**config.mk**
```make
export PLATFORM = sky130hd
export DESIGN_NAME = lut_wave_sequencer
export DESIGN_NICKNAME = d
export VERILOG_FILES = /design/src/rtl/lut_wave_sequencer_pkg.sv /design/src/rtl/lut_wave_seq_ctrl.sv /design/src/rtl/lut_wave_seq_datapath.sv /design/src/rtl/lut_wave_sequencer.sv
export SDC_FILE = /design/constraint.sdc
export NUM_CORES = 1
export LEC_CHECK = 0
export BUFFER_PORTS_ARGS = -buffer_cell sky130_fd_sc_hd__buf_2
export CAP_MARGIN = 5
export CORE_MARGIN = 5
export CORE_UTILIZATION = 50
export DETAILED_ROUTE_END_ITERATION = 6
export PLACE_DENSITY = 0.82
export SLEW_MARGIN = 20
export SYNTH_ARGS = -nofsm -noshare
export SYNTH_HDL_FRONTEND = slang
export SYNTH_SLANG_ARGS = --single-unit
```
**constraint.sdc**
```tcl
create_clock -name clk -period 5.9 [get_ports clk]
set_input_delay 1.18 -clock clk [delete_from_list [all_inputs] [get_ports clk]]
set_output_delay 1.18 -clock clk [all_outputs]
set_load 0.02 [all_outputs]
```
**src/rtl/lut_wave_sequencer_pkg.sv**
```systemverilog
package lut_wave_sequencer_pkg;

  typedef enum logic [2:0] {
    MODE_ONCE_RAMP = 3'd0,
    MODE_ONCE_TRI  = 3'd1,
    MODE_ONCE_FULL = 3'd2,
    MODE_LOOP_RAMP = 3'd3,
    MODE_LOOP_TRI  = 3'd4,
    MODE_LOOP_FULL = 3'd5,
    MODE_EXT_ADDR  = 3'd6,
    MODE_EXT_DATA  = 3'd7
  } playMode_e;

  // bit 0: descending, bit 1: inverted half
  typedef enum logic [1:0] {
    PH_UP       = 2'd0,
    PH_DOWN     = 2'd1,
    PH_UP_INV   = 2'd2,
    PH_DOWN_INV = 2'd3
  } phase_e;

  typedef struct packed {
    logic load;      // latch a new code this cycle
    logic invert;    // current sample belongs to an inverted half
    logic finish;    // this code ends a one-shot playback
    logic passData;  // take the external code instead of the table
  } seqStrobe_t;

endpackage

```
**src/rtl/lut_wave_seq_ctrl.sv**
```systemverilog
module lut_wave_seq_ctrl
  import lut_wave_sequencer_pkg::*;
#(
  parameter int AddrW = 9,
  parameter int DivW  = 10,
  parameter int SmpW  = 8,
  parameter int NumStepRegs = 3
) (
  input  logic                               clk,
  input  logic                               rstN,
  input  logic                               enable,
  input  logic [AddrW-1:0]                   startAddr,
  input  logic [AddrW-1:0]                   endAddr,
  input  logic [2:0]                         opMode,
  input  logic [1:0]                         stepSel,
  input  logic [NumStepRegs-1:0][AddrW-1:0]  stepRegs,
  input  logic [DivW-1:0]                    clkDiv,
  input  logic [SmpW-1:0]                    sampleTime,
  input  logic [AddrW-1:0]                   extAddr,
  output logic [AddrW-1:0]                   lutAddr,
  output seqStrobe_t                         strb
);

  localparam logic [AddrW-1:0] UnitStep = AddrW'(1);

  playMode_e         mode;
  phase_e            phase, nextPhase;
  logic              active, finished, finishNow;
  logic [DivW-1:0]   divCnt;
  logic [SmpW-1:0]   smpCnt;
  logic [AddrW-1:0]  addr, nextAddr, stepSize, fwdNext, revNext, revGap;
  logic [AddrW:0]    fwdSum;
  logic              tick, update, isOneShot, isRamp, isFull, isExt;

  assign mode = playMode_e'(opMode);

  assign isOneShot = (mode == MODE_ONCE_RAMP) || (mode == MODE_ONCE_TRI) || (mode == MODE_ONCE_FULL);
  assign isRamp    = (mode == MODE_ONCE_RAMP) || (mode == MODE_LOOP_RAMP);
  assign isFull    = (mode == MODE_ONCE_FULL) || (mode == MODE_LOOP_FULL);
  assign isExt     = (mode == MODE_EXT_ADDR)  || (mode == MODE_EXT_DATA);

  always_comb begin
    stepSize = UnitStep;
    for (int k = 0; k < NumStepRegs; k++) begin
      if (int'(stepSel) == k + 1) stepSize = stepRegs[k];
    end
  end

  // clamped moves inside the window
  assign fwdSum  = {1'b0, addr} + {1'b0, stepSize};
  assign fwdNext = (fwdSum > {1'b0, endAddr}) ? endAddr : fwdSum[AddrW-1:0];
  assign revGap  = addr - startAddr;
  assign revNext = (revGap < stepSize) ? startAddr : addr - stepSize;

  assign tick   = active && enable && (divCnt == clkDiv);
  assign update = tick && (smpCnt == sampleTime) && !finished;

  always_comb begin
    nextAddr  = addr;
    nextPhase = phase;
    finishNow = 1'b0;
    if (!isExt) begin
      if (!phase[0]) begin
        if (addr == endAddr) begin
          if (isRamp) begin
            if (isOneShot) finishNow = 1'b1;
            else           nextAddr  = startAddr;
          end else begin
            nextPhase = phase_e'({phase[1], 1'b1});
            nextAddr  = revNext;
          end
        end else begin
          nextAddr = fwdNext;
        end
      end else begin
        if (addr == startAddr) begin
          if (isFull && !phase[1]) begin
            nextPhase = PH_UP_INV;
            nextAddr  = fwdNext;
          end else if (isOneShot) begin
            finishNow = 1'b1;
          end else begin
            nextPhase = PH_UP;
            nextAddr  = fwdNext;
          end
        end else begin
          nextAddr = revNext;
        end
      end
    end
  end

  always_ff @(posedge clk or negedge rstN) begin
    if (!rstN) begin
      active   <= 1'b0;
      finished <= 1'b0;
      divCnt   <= '0;
      smpCnt   <= '0;
      addr     <= '0;
      phase    <= PH_UP;
    end else if (!enable) begin
      active   <= 1'b0;
      finished <= 1'b0;
      divCnt   <= '0;
      smpCnt   <= '0;
    end else if (!active) begin
      active   <= 1'b1;
      finished <= 1'b0;
      divCnt   <= '0;
      smpCnt   <= '0;
      addr     <= startAddr;
      phase    <= PH_UP;
    end else begin
      if (divCnt == clkDiv) begin
        divCnt <= '0;
        smpCnt <= (smpCnt == sampleTime) ? '0 : smpCnt + SmpW'(1);
      end else begin
        divCnt <= divCnt + DivW'(1);
      end
      if (update) begin
        addr  <= nextAddr;
        phase <= nextPhase;
        if (finishNow) finished <= 1'b1;
      end
    end
  end

  assign lutAddr       = (mode == MODE_EXT_ADDR) ? extAddr : addr;
  assign strb.load     = update;
  assign strb.invert   = phase[1];
  assign strb.finish   = update && finishNow;
  assign strb.passData = (mode == MODE_EXT_DATA);

endmodule

```
**src/rtl/lut_wave_seq_datapath.sv**
```systemverilog
module lut_wave_seq_datapath
  import lut_wave_sequencer_pkg::*;
#(
  parameter int CodeW = 12
) (
  input  logic             clk,
  input  logic             rstN,
  input  seqStrobe_t       strb,
  input  logic             signedMode,
  input  logic [CodeW-1:0] lutData,
  input  logic [CodeW-1:0] extData,
  output logic [CodeW-1:0] dacCode,
  output logic             codeStrobe,
  output logic             donePulse
);

  localparam logic [CodeW-1:0] MinSigned = {1'b1, {(CodeW-1){1'b0}}};

  logic [CodeW-1:0] inverted, nextCode;

  always_comb begin
    if (signedMode) inverted = (lutData == MinSigned) ? ~MinSigned : ~lutData + CodeW'(1);
    else            inverted = ~lutData;
  end

  always_comb begin
    if (strb.passData)    nextCode = extData;
    else if (strb.invert) nextCode = inverted;
    else                  nextCode = lutData;
  end

  always_ff @(posedge clk or negedge rstN) begin
    if (!rstN) begin
      dacCode    <= '0;
      codeStrobe <= 1'b0;
      donePulse  <= 1'b0;
    end else begin
      codeStrobe <= strb.load;
      donePulse  <= strb.finish;
      if (strb.load) dacCode <= nextCode;
    end
  end

endmodule

```
**src/rtl/lut_wave_sequencer.sv**
```systemverilog
module lut_wave_sequencer
  import lut_wave_sequencer_pkg::*;
#(
  parameter int AddrW = 9,
  parameter int CodeW = 12,
  parameter int DivW  = 10,
  parameter int SmpW  = 8
) (
  input  logic             clk,
  input  logic             rstN,
  input  logic             enable,
  input  logic [AddrW-1:0] startAddr,
  input  logic [AddrW-1:0] endAddr,
  input  logic [2:0]       opMode,
  input  logic [1:0]       stepSel,
  input  logic [AddrW-1:0] stepVal0,
  input  logic [AddrW-1:0] stepVal1,
  input  logic [AddrW-1:0] stepVal2,
  input  logic [DivW-1:0]  clkDiv,
  input  logic [SmpW-1:0]  sampleTime,
  input  logic             signedMode,
  input  logic [AddrW-1:0] extAddr,
  input  logic [CodeW-1:0] extData,
  output logic [AddrW-1:0] lutAddr,
  input  logic [CodeW-1:0] lutData,
  output logic [CodeW-1:0] dacCode,
  output logic             codeStrobe,
  output logic             donePulse
);

  localparam int NumStepRegs = 3;

  logic [NumStepRegs-1:0][AddrW-1:0] stepRegs;
  seqStrobe_t strb;

  assign stepRegs = {stepVal2, stepVal1, stepVal0};

  lut_wave_seq_ctrl #(
    .AddrW(AddrW), .DivW(DivW), .SmpW(SmpW), .NumStepRegs(NumStepRegs)
  ) u_ctrl (
    .clk(clk), .rstN(rstN), .enable(enable),
    .startAddr(startAddr), .endAddr(endAddr), .opMode(opMode),
    .stepSel(stepSel), .stepRegs(stepRegs),
    .clkDiv(clkDiv), .sampleTime(sampleTime), .extAddr(extAddr),
    .lutAddr(lutAddr), .strb(strb)
  );

  lut_wave_seq_datapath #(.CodeW(CodeW)) u_dp (
    .clk(clk), .rstN(rstN), .strb(strb), .signedMode(signedMode),
    .lutData(lutData), .extData(extData),
    .dacCode(dacCode), .codeStrobe(codeStrobe), .donePulse(donePulse)
  );

endmodule

```
* After elaboration in Yosys (flattened, before gate mapping)
Index checks and enable logic that the tools add are counted.
Storage, ports and cells: register bits 45, word-level logic and storage cells 109
Cells by class: magnitude comparators 2, bitwise gates (word level) 1, eq/ne operators 24, add/subtract/negate cells 6, muxes and demuxes 48, reductions and logical operators 18
Operators by type and width (number):
- 9-bit 2-to-1 mux | 16
- 12-bit 2-to-1 mux | 4
- 8-bit 2-to-1 mux | 4
- 10-bit 2-to-1 mux | 3
- 9-bit equality test | 2
- 9-bit subtractor | 2
- 2-bit 2-to-1 mux | 8
- 1-bit 2-to-1 mux | 13
- 12-bit by 1-bit adder with 12-bit output (second input constant) | 1
- 12-bit equality test (second input constant) | 1
- 3-bit inequality test (second input constant) | 4
- 12-bit inverter | 1
- 10-bit by 1-bit adder with 10-bit output (second input constant) | 1
- 9-bit by 9-bit adder with 10-bit output | 1
- 10-bit equality test | 1
- 10-bit by 9-bit > comparator with 1-bit output | 1
- 3-bit equality test (second input constant) | 3
- 9-bit < comparator | 1
- 8-bit by 1-bit adder with 8-bit output (second input constant) | 1
- 8-bit equality test | 1
- 3-bit by 2-bit equality test with 1-bit output (second input constant) | 2
- 1-bit logical AND | 6
- 2-bit inequality test (second input constant) | 3
- 6-bit AND reduction | 1
- other kinds (12) | 18

* Longest topological paths before layout
depth in word-level cells 14, mapped depth 23, gate-level depth less buffers 21

* By module
Synthesis repeated with hierarchy kept, for this count alone.
Second synthesis, totals: cell total of the unflattened synthesis 602, area total of the unflattened synthesis 5028.6 um^2
Modules (own cells, without submodules):
- lut_wave_seq_ctrl | area an instance 4028.9 um^2, times used 1, cells an instance 485, seq. area each 775.7 um^2
- lut_wave_seq_datapath | area an instance 999.7 um^2, times used 1, cells an instance 117, seq. area each 350.3 um^2

* Worst setup path after synthesis
No wires, ideal clock.
path type input to register, start point input stepSel[1], end point register u_ctrl.addr[3], arrival time 5220 ps, data required time 5776 ps, slack 557 ps, library setup time 124 ps, stages on the path 20, cells stage by stage buf_2 -> mux2_2 -> a22o_1 -> ha_1 -> clkbuf_1 -> nor2b_1 -> o211a_1 -> o21ai_0 -> nand2b_1 -> xor2_1 -> ha_1 -> nand4_1 -> nor2_1 -> a41o_1 -> o211ai_1 -> clkbuf_1 -> mux2_2 -> a221o_1 -> o21ai_1 -> a21oi_1
Between the ends: cells in the longest elaborated chain, start to end 14, elaborated cells between the ends (all ways) 21, those cells by class 2 x add/sub; 2 x order compare; 3 x eq/ne; 14 x mux
Ends and longest elaborated chain:
- start: declaration | line lut_wave_sequencer.sv:15 | input logic [1:0] stepSel,
- 2-bit equality test | line lut_wave_seq_ctrl.sv:45 | if (int'(stepSel) == k + 1) stepSize = stepRegs[k];
- 9-bit 2-to-1 mux (2 in a row) | line lut_wave_seq_ctrl.sv:45
- 9-bit 2-to-1 mux * | line lut_wave_seq_ctrl.sv:45
- 9-bit by 9-bit adder with 10-bit output | line lut_wave_seq_ctrl.sv:50 | assign fwdSum = {1'b0, addr} + {1'b0, stepSize};
- 10-bit by 9-bit > comparator with 1-bit output | line lut_wave_seq_ctrl.sv:51 | assign fwdNext = (fwdSum > {1'b0, endAddr}) ? endAddr : fwdSum[AddrW-1:0];
- 9-bit 2-to-1 mux | line lut_wave_seq_ctrl.sv:51
- 9-bit 2-to-1 mux | line lut_wave_seq_ctrl.sv:80 | end else if (isOneShot) begin
- 9-bit 2-to-1 mux | line lut_wave_seq_ctrl.sv:77 | if (isFull && !phase[1]) begin
- 9-bit 2-to-1 mux | line lut_wave_seq_ctrl.sv:76 | if (addr == startAddr) begin
- 9-bit 2-to-1 mux * | line lut_wave_seq_ctrl.sv:63 | if (!phase[0]) begin
- 9-bit 2-to-1 mux * | line lut_wave_seq_ctrl.sv:62 | if (!isExt) begin
- 9-bit 2-to-1 mux * | line lut_wave_seq_ctrl.sv:120 | if (update) begin
- 9-bit 2-to-1 mux * | line lut_wave_seq_ctrl.sv:106 | end else if (!active) begin
- end signal: assignment | line lut_wave_seq_ctrl.sv:111 | addr <= startAddr;
- end signal: assignment | line lut_wave_seq_ctrl.sv:121 | addr <= nextAddr;
- end: declaration | line lut_wave_seq_ctrl.sv:31 | logic [AddrW-1:0] addr, nextAddr, stepSize, fwdNext, revNext, revGap;
Every way passes the cells marked *; elsewhere a longest branch is shown, timed or not. The select of a mux whose other input is x is not followed. A chain may end at the register's enable or synchronous reset.

* Final worst setup path
start point input stepSel[1], end point register u_ctrl.addr[2]
The elaborated chain is that of the path after synthesis.

==> flow_summary_export.csv <==
group,metric,value,unit
floorplanning,rows,36,
pwr,fin_total_pwr,1430,uW
floorplanning,initial_core_util,50.5,%
floorplanning,coreArea,9590,um2
detailed_routing,dr.pass1.iters,5,
synth,synth_top_family_by_area,"compound AO/OA/AOI/OAI gates",
floorplanning,die-area,11800,um2
synth,synth_common_cells,"57 x nand2_1, 56 x o21ai_0, 53 x nor2_1, 48 x ha_1, 48 x xor2_1",
detailed_routing,via_count,4921,
worst_setup_path,r2r_cells,15,
sta,period_share,90.2,%
synth,synth_compound_area_share,20.5,%
worst_setup_path,critPathCaptureType,"flip-flop",
cts,cts_hold_buf,0,
synth,synth.area.mux_share,6.79,%
detailed_routing,detail-route-antenna-nets,0,
synth,yosysMostFrequentCell,"nand2_1",
synth,ys_ff_latch,45,
pwr,powerDensity,252,nW/um2
flow_run,cap_violations,0,
cts,cts_tree,"done",
sta,rsz0062_at_grt,"false",
synth,ys_seq_area_share,23.2,%
status,status,"completed",
detailed_routing,drc,0,
sta,fin_worst_skew,8.34,ps
worst_setup_path,slowest_stage,"nor2b_1",
worst_setup_path,critical_path_arrival,5520,ps
floorplanning,die_w,108,um
cells_and_area,num-fill-cells,847,
synth,syn_nets,762,
global_route,overflow,0,
worst_setup_path,critPathLaunchType,"primary input",
floorplanning,num_io_pins,128,
synth,avgSynthCellArea,8.00,um2
cells_and_area,diodes,0,
cells_and_area,multiInputGateArea,3460,um2
global_route,grt_pass1_wl,22400,um
synth,synth_area_leaders,"dfrtp_1 23%, ha_1 12%, xor2_1 8.7%, o21ai_0 5.8%, mux2_2 5.1%",
global_route,grtUsageTotal,23.8,%
worst_setup_path,crit_type,"in -> reg",
sta,setup-violations-final,0,
cells_and_area,drive_gt1_share,23.0,%
sta,fmax,188,MHz
global_route,antenna_found_initial,0,
sta,finalHoldViolCount,0,
cts,clockBufferDepth,2,
cts,clock-sinks,45,
placed_design,port_buffers,127,
detailed_routing,routed_wl,14100,um
sta,tightest_slew,807,ps
global_route,grt_pass1_vias,4886,
sta,min_period,5320,ps
worst_setup_path,max_stage_delay,470,ps
detailed_routing,drtIter0Drc,363,
synth,synth_async_sr_flop_share,100,%
synth,synthAdderAreaFrac,13.6,%
global_route,grt_start_max_net_pins,46,
sta,slew_violations,0,
cells_and_area,nNetsFinal,876,
synth,synth_cell_types,59,
worst_hold_path,whs_path_depth,2,
sta,slew_headroom,46.2,%
cts,cts_buffers,5,
synth,ys_warn_count,0,
synth,synthesis.instances,606,
pwr,p_leak,0.00282,uW
cells_and_area,area_growth,17.0,%
floorplanning,die_y,108,um
worst_hold_path,min_path_type,"reg -> reg",
cts,ctsHtreeMaxLevel,2,
cells_and_area,regArea,1130,um2
detailed_routing,wl_per_cell,16.5,um
placed_design,gp_congestion,0.957,
detailed_routing,vias_per_cell,5.76,
placed_design,hpwl,11400,um
synth,yosys.area_share.simple,18.8,%
synth,synth-edff-count,0,
cts,clkTransAtPathRegs,90,ps
synth,synth_xor_xnor_area_share,11.6,%
sta,fin_setup_tns,0,ps
synth,synth_area,4850,um2
synth,synth_flop_cell,"dfrtp_1",
worst_setup_path,critPathRequiredTime,6100,ps
cts,clk_latency,310,ps
cts,postCtsSetupBuffers,0,
cts,ctsResizeCount,0,
cts,cts_root_buf,"clkbuf_8",
synth,yosysTopAreaCellShare,23.2,%
worst_setup_path,cp_cell_sequence,"buf_2 > nor2b_1 > a22o_1 > ha_1 > a211oi_1 > nor2_1 > o31ai_1 > a21boi_0 > ha_1 > nand4_1 > nor2_1 > a41o_1 > o211ai_1 > buf_4 > mux2_2 > a222oi_1 > a211oi_1 > a21o_1",
worst_setup_path,worst-path-max-fanout,11,
pwr,ir_drop,0.119,mV
synth,synth_top_area_cell,"dfrtp_1",
## sequential cells by signal (all words and copies together), names as in the netlist
signal / count
u_dp.dacCode: 12
u_ctrl.phase: 2
u_dp.donePulse: 1
u_ctrl.addr: 9
u_ctrl.smpCnt: 8
u_ctrl.divCnt: 10
u_ctrl.active: 1
u_dp.codeStrobe: 1
u_ctrl.finished: 1
## cell type report
cell class / instances / share of cell area [%]
tap: 133 / 2.93
multi-input combinational: 492 / 61.0
clock buffer: 5 / 1.21
timing repair buffer: 129 / 11.5
sequential: 45 / 19.9
clock inverter: 3 / 0.375
inverter: 47 / 3.11
## final timing paths
kind                                  startpoint               end  slack (ps)
worst max-delay path                  stepSel[1]    u_ctrl.addr[2]         580
worst min-delay path            u_dp.dacCode[10]  u_dp.dacCode[10]         490
worst max register to register    u_ctrl.addr[1]    u_ctrl.addr[2]        1630
worst min register to register  u_dp.dacCode[10]  u_dp.dacCode[10]         490
max in group asynchronous                   rstN   u_dp.dacCode[4]        4640
min in group asynchronous                   rstN  u_ctrl.divCnt[8]         860
## per-stage QoR
step                      cells  area (um2)  setup slack [ps]  utilization [%]  hold WS (ps)
after floorplan             606        4850               557                -           459
after global placement      846        5580               553             58.1           464
after detailed placement    846        5580               289             58.1           472
after CTS                   854        5670               605             59.1           494
after global routing        854        5670               209             59.1           516
final                       854        5670               578             59.1           488
## cells by family (layout without fill, tap and decap cells)
family,after synthesis,after routing
buffers and inverters,69,184
DFF,45,45
AOI/OAI and AO/OA,157,157
adders and majority gates,51,51
xor gates and xnor gates,64,64
and+or+nand+nor,190,190
muxes,30,30
## worst max-delay path: cells and delay by family
kind	cells	cell delay, ps
fa+ha+maj	2	580
buf+inv	2	430
simple gates	4	770
compound gates	9	2200
mux	1	350
## power by group
group          total (uW)  switching, uW  internal [uW]  leakage (uW)
combinational         860            477            383       0.00217
clock                 201            116           84.3     0.0000445
sequential            370           47.6            323      0.000605
## placed cells by master (no fill, tap or decap), types with 4 or more instances in the layout
cell type,n
nand2b_1,14
dfrtp_1,45
o21ai_0,56
nor2_1,53
mux2i_1,7
a21o_1,7
o22ai_1,6
buf_2,126
nand3_1,12
and3_1,6
nor2b_1,7
xor2_1,48
nor3_1,12
nand2_1,57
nand4_1,5
or4_1,4
o31ai_1,5
a21oi_1,31
nor4_1,5
inv_1,47
ha_1,48
a211oi_1,6
xnor2_1,16
a22o_1,8
clkbuf_8,5
mux2_2,22
## per-layer routing
metal | track usage, % | part of all wire (%)
met5 | 0 | 0
met4 | 9.02 | 2.9
met3 | 3.22 | 7.4
met2 | 41.4 | 50
met1 | 29.7 | 40
No activity file was read; power rests on OpenSTA's default activity.
